**src/rtl/bas_pkg.sv**
```systemverilog
package bas_pkg;
  localparam int BEAT_W = 2;
  typedef logic [BEAT_W-1:0] beat_t;
  typedef enum logic {ORD_LINEAR = 1'b0, ORD_XOR = 1'b1} order_e;

  // Offset for beat number k, given the start offset and the order.
  function automatic beat_t map_beat(order_e ord, beat_t start, beat_t k);
    beat_t r;
    if (ord == ORD_XOR) r = start ^ k;
    else                r = beat_t'(start + k);
    return r;
  endfunction
endpackage

```
**src/rtl/bas_load_ctl.sv**
```systemverilog
module bas_load_ctl #(
  parameter bit CTRL_GATED = 1'b0
) (
  input  logic proc_strb_n,
  input  logic ctrl_strb_n,
  input  logic chip_en,
  input  logic adv_n,
  output logic load_en,
  output logic step_en
);
  logic proc_hit;
  logic ctrl_hit;

  // The processor strobe counts only while the chip is selected.
  assign proc_hit = ~proc_strb_n & chip_en;

  generate
    if (CTRL_GATED) begin : g_ctrl_gated
      assign ctrl_hit = ~ctrl_strb_n & chip_en;
    end else begin : g_ctrl_free
      assign ctrl_hit = ~ctrl_strb_n;
    end
  endgenerate

  // A load overrides advance.
  assign load_en = proc_hit | ctrl_hit;
  assign step_en = ~load_en & ~adv_n;
endmodule

```
**src/rtl/bas_beat_cnt.sv**
```systemverilog
module bas_beat_cnt
  import bas_pkg::*;
(
  input  logic  clk,
  input  logic  rst_n,
  input  logic  load_en,
  input  logic  step_en,
  output beat_t k_q
);
  beat_t k_d;
  logic  k_en;

  always_comb begin
    k_en = load_en | step_en;
    if (load_en) k_d = '0;
    else         k_d = beat_t'(k_q + 1'b1);
  end

  always_ff @(posedge clk or negedge rst_n) begin
    if (!rst_n)    k_q <= '0;
    else if (k_en) k_q <= k_d;
  end

  // each advance moves the beat number on by one, modulo four
  a_r4_step: assert property (@(posedge clk) disable iff (!rst_n)
    step_en |=> k_q == beat_t'($past(k_q) + 1'b1));
  // the beat number is held when there is neither a load nor an advance
  a_r5_hold: assert property (@(posedge clk) disable iff (!rst_n)
    (!load_en && !step_en) |=> $stable(k_q));
  // a load restarts the burst at beat zero
  a_r9_restart: assert property (@(posedge clk) disable iff (!rst_n)
    load_en |=> k_q == '0);
endmodule

```
**src/rtl/bas_addr_reg.sv**
```systemverilog
module bas_addr_reg
  import bas_pkg::*;
#(
  parameter int ADDR_W = 18,
  localparam int UP_W = ADDR_W - BEAT_W
) (
  input  logic              clk,
  input  logic              rst_n,
  input  logic              load_en,
  input  logic [ADDR_W-1:0] addr_in,
  output logic [UP_W-1:0]   up_q,
  output beat_t             start_q
);
  logic [UP_W-1:0] up_d;
  beat_t           start_d;

  always_comb begin
    up_d    = addr_in[ADDR_W-1:BEAT_W];
    start_d = addr_in[BEAT_W-1:0];
  end

  always_ff @(posedge clk or negedge rst_n) begin
    if (!rst_n) begin
      up_q    <= '0;
      start_q <= '0;
    end else if (load_en) begin
      up_q    <= up_d;
      start_q <= start_d;
    end
  end

  // the upper bits change only on a load
  a_r8_upper_kept: assert property (@(posedge clk) disable iff (!rst_n)
    !load_en |=> $stable(up_q) && $stable(start_q));
endmodule

```
**src/rtl/bas_ofs_map.sv**
```systemverilog
module bas_ofs_map
  import bas_pkg::*;
(
  input  order_e ord,
  input  beat_t  start,
  input  beat_t  k,
  output beat_t  ofs
);
  always_comb ofs = map_beat(ord, start, k);
endmodule

```
**src/rtl/burst_addr_seq.sv**
```systemverilog
module burst_addr_seq
  import bas_pkg::*;
#(
  parameter int ADDR_W     = 18,
  parameter bit CTRL_GATED = 1'b0
) (
  input  logic              clk,
  input  logic              rst_n,
  input  logic [ADDR_W-1:0] addr_in,
  input  logic              proc_strb_n,
  input  logic              ctrl_strb_n,
  input  logic              chip_en,
  input  logic              adv_n,
  input  logic              ilv_mode,
  output logic [ADDR_W-1:0] addr_out,
  output logic [1:0]        beat_ofs
);
  localparam int UP_W = ADDR_W - BEAT_W;

  logic            load_en;
  logic            step_en;
  logic [UP_W-1:0] up_q;
  beat_t           start_q;
  beat_t           k_q;
  beat_t           ofs;

  bas_load_ctl #(.CTRL_GATED(CTRL_GATED)) u_ctl (
    .proc_strb_n (proc_strb_n),
    .ctrl_strb_n (ctrl_strb_n),
    .chip_en     (chip_en),
    .adv_n       (adv_n),
    .load_en     (load_en),
    .step_en     (step_en)
  );

  bas_addr_reg #(.ADDR_W(ADDR_W)) u_areg (
    .clk     (clk),
    .rst_n   (rst_n),
    .load_en (load_en),
    .addr_in (addr_in),
    .up_q    (up_q),
    .start_q (start_q)
  );

  bas_beat_cnt u_cnt (
    .clk     (clk),
    .rst_n   (rst_n),
    .load_en (load_en),
    .step_en (step_en),
    .k_q     (k_q)
  );

  bas_ofs_map u_map (
    .ord   (order_e'(ilv_mode)),
    .start (start_q),
    .k     (k_q),
    .ofs   (ofs)
  );

  assign addr_out = {up_q, ofs};
  assign beat_ofs = ofs;

  generate
    if (!CTRL_GATED) begin : g_port_chk
      // a strobe that is accepted loads the external address
      a_r1_load: assert property (@(posedge clk) disable iff (!rst_n)
        (!ctrl_strb_n || (!proc_strb_n && chip_en)) |=> addr_out == $past(addr_in));
      // a processor strobe while deselected does not load
      a_r2_blocked: assert property (@(posedge clk) disable iff (!rst_n)
        (!proc_strb_n && !chip_en && ctrl_strb_n && adv_n) |=> $stable({up_q, start_q, k_q}));
    end
  endgenerate

  // in linear order each advance adds one to the offset
  a_r6_linear: assert property (@(posedge clk) disable iff (!rst_n)
    (step_en && !ilv_mode) |=> (ilv_mode || beat_ofs == beat_t'($past(beat_ofs) + 1'b1)));
endmodule

```
**config.mk**
```make
export PLATFORM = sky130hd
export DESIGN_NAME = burst_addr_seq
export DESIGN_NICKNAME = d
export VERILOG_FILES = /design/src/rtl/bas_pkg.sv /design/src/rtl/bas_load_ctl.sv /design/src/rtl/bas_beat_cnt.sv /design/src/rtl/bas_addr_reg.sv /design/src/rtl/bas_ofs_map.sv /design/src/rtl/burst_addr_seq.sv
export SDC_FILE = /design/constraint.sdc
export NUM_CORES = 1
export LEC_CHECK = 0
export CAP_MARGIN = 20
export CORE_AREA = 2 2 41 50
export CTS_BUF_LIST = sky130_fd_sc_hd__clkbuf_4
export CTS_CLUSTER_DIAMETER = 50
export DETAILED_ROUTE_END_ITERATION = 12
export DIE_AREA = 0 0 43 52
export DONT_BUFFER_PORTS = 1
export HOLD_SLACK_MARGIN = 0.06
export PLACE_DENSITY_LB_ADDON = 0.08
export SLEW_MARGIN = 20
export SYNTH_ARGS = -nofsm -noshare
export SYNTH_HDL_FRONTEND = slang
export SYNTH_SLANG_ARGS = --single-unit
```
**constraint.sdc**
```tcl
create_clock -name clk -period 1.3 [get_ports clk]
set_input_delay 0.39 -clock clk [delete_from_list [all_inputs] [get_ports clk]]
set_output_delay 0.39 -clock clk [all_outputs]
set_load 0.03 [all_outputs]
```
==> results.cfg <==
[sta]
timing.final.crit_share_pct = 131
rsz0062_at_grt = yes
finalCriticalPeriod_ps = 1700
setup_viol = 4
clock.fmax_mhz = 587
relSlewSlack_pct = 43.2
worst_pin_slew_ps = 851
hold_viol = 0
drv_slew = 0
layout_setup_ws_ps = -404
skew_ps = 0.0230

[route]
totalWireLength_mm = 1.46
dr.first_iter.drc_count = 1
dr.pass1.iters = 3
viasPerCell = 5.69
ant_nets = 0
vias = 455
drc = 0
wl_per_cell_um = 18.3

[placement]
port_buffers = 0
routabilityCongestion = 0.829
place_area_um2 = 911

[layout]
drive_gt1_share_pct = 54.1
fillers = 155
post-route-util_pct = 53.9
area_growth_pct = 17.0
stdcell_area_um2 = 963
nNetsFinal = 89
diodes = 0

[cts]
worstSkewPairLatency_ps = 280
path_clk_slew_ps = 100
cts_tree = done
cts_inserted_buffers = 3
cts_buffer_depth = 2
postCtsSetupBuffers = 0
cts-root-buf = clkbuf_4
cts.sinks = 20
htreeDepth = 1

[min_path]
min_path_type = input pin to flop
hold_path_depth = 1

[die]
initial_core_util_pct = 46.1
io_pins = 45
die-area_mm2 = 0.00224
fp.coreArea_mm2 = 0.00179
placementRows = 17
die_h_um = 52
die_x_um = 43

[global_route]
grt_pass1_vias = 514
grt_util_all_layers_pct = 14.7
gr-total-overflow = 0
antenna_found_initial = 0
grt_max_degree = 21
grt_pass1_wl_mm = 2.34

[worst_setup_path]
worstSetupEndpoint = addr_out[1]
path_max_fanout = 2
cp-start-kind = flop
r2r-end = u_cnt.k_q[1]$_DFFE_PN0P_
critPathArrivalTime_ps = 1310
rrSetupSlack_ps = 250
worstSetupPathType = flop to output port
r2r_cells = 4
critical_path_required_ps = 910
r2r-start = u_cnt.k_q[0]$_DFFE_PN0P_
startpoint = u_cnt.k_q[0]$_DFFE_PN0P_
cp-end-kind = output port

[pwr]
p_per_area_mw_per_mm2 = 1410
irDropWorstVdd_v = 0.000690
p_leak_nw = 0.423

[synth]
synth_compound_area_share_pct = 1.06
syn_area_per_cell_um2 = 15.5
synth_warnings = 0
ys_ff_latch = 20
synth_mux_area_share_pct = 25.1
syn_inst = 53
ys_seq_area_share_pct = 60.8
yosys.area_share.simple_pct = 3.34
synth_xor_area_share_pct = 3.19
synth_area_um2 = 823
synthAdderAreaFrac_pct = 1.52
synth_nets = 79
synth_top_family_by_area = multiplexers
synth_cell_types = 12

[run_status]
outcome = finished with violations
violations = setup timing

[job]
drv_cap = 0
-- sequential cells by signal, summed over array words and instances (netlist names) --
signal and count:
u_areg.start_q 2, u_areg.up_q 16, u_cnt.k_q 2
-- where the power goes --
group | switching (W) | internal (W)
clock | 0.000164 | 0.000107
sequential | 0.000147 | 0.000680
combinational | 0.000120 | 0.000143
total | 0.000430 | 0.000931
-- metal layers --
layer / part of all wire, % / track usage [%] / wire (µm)
met3: 11 / 4.51 / 158
met5: 0 / 0 / 0
met2: 56 / 25.5 / 813
met1: 33 / 16.6 / 482
met4: 0.41 / 6.06 / 6
-- synthesized netlist by cell type --
library cell / number / area (µm²)
buf_6: 2 / 22.5
o21ai_2: 1 / 8.76
mux2_4: 1 / 15.0
dfrtp_1: 20 / 500
inv_1: 1 / 3.75
nor3_1: 1 / 5.00
nor2_1: 1 / 3.75
buf_4: 2 / 15.0
mux2_2: 17 / 191
xnor2_1: 3 / 26.3
ha_1: 1 / 12.5
nor2b_1: 3 / 18.8
-- cell usage in the layout (no fill, tap or decap) --
master           n
buf_12           1
buf_4            5
buf_6            2
clkbuf_4         3
dfrtp_1         20
dlymetal6s4s_1   1
ha_4             1
inv_1            1
mux2_2          17
mux2_4           1
nor2_1           1
nor2b_1          2
nor2b_4          1
nor3_1           1
o21ai_2          1
xnor2_1          2
xnor2_4          1
-- area by class of cell --
type / count / area (µm²) / share of cell area, %
multi-input combinational: 28 / 320 / 33.2
sequential: 20 / 500 / 51.9
tap: 19 / 23.8 / 2.47
timing repair buffer: 9 / 92.6 / 9.61
inverter: 1 / 3.75 / 0.390
clock buffer: 3 / 22.5 / 2.34
-- worst max-delay path, cell delays in order, from the launching register on --
cell and delay [ps]:
dfrtp_1 420, ha_4 160, nor2b_4 130, xnor2_4 150
buf_12 160
-- cells by family (layout without fill, tap and decap cells) --
kind of cell / after synthesis / count (layout)
adders and majority gates: 1 / 1
and+or+nand+nor: 5 / 5
xor gates and xnor gates: 3 / 3
AOI/OAI and AO/OA: 1 / 1
buffers and inverters: 5 / 13
muxes: 18 / 18
DFF: 20 / 20
-- what timing repair did --
item,in CTS,in global routing
endpoints found under the setup margin,4,24
gates resized for setup,2,2
pin swaps,1,0
hold buffers,1,0
endpoints found under the hold margin,20,0
-- how the worst min path moves through the flow --
stage / startpoint / to / slack, ps
global placement: rst_n / u_areg.up_q[3]$_DFFE_PN0P_ / 90
detailed placement: rst_n / u_areg.up_q[2]$_DFFE_PN0P_ / 90
CTS: addr_in[5] / u_areg.up_q[3]$_DFFE_PN0P_ / 230
floorplan: rst_n / u_areg.start_q[0]$_DFFE_PN0P_ / 90
finish: addr_in[1] / u_areg.start_q[1]$_DFFE_PN0P_ / 250
global route: addr_in[5] / u_areg.up_q[3]$_DFFE_PN0P_ / 230
-- stage by stage --
stage	TNS, ps	total power (W)	hold WS (ps)	std cells	setup slack, ps
final	-1240	0.00136	247	80	-404
after detailed placement	-210	0.00108	94.8	76	-105
after floorplan	-322	0.00102	94.4	53	-219
after global placement	-159	0.00106	94.9	76	-79.6
after CTS	-1400	0.00137	235	80	-422
after global routing	-1460	0.00143	226	80	-464
(Power assumes the default switching activity.)
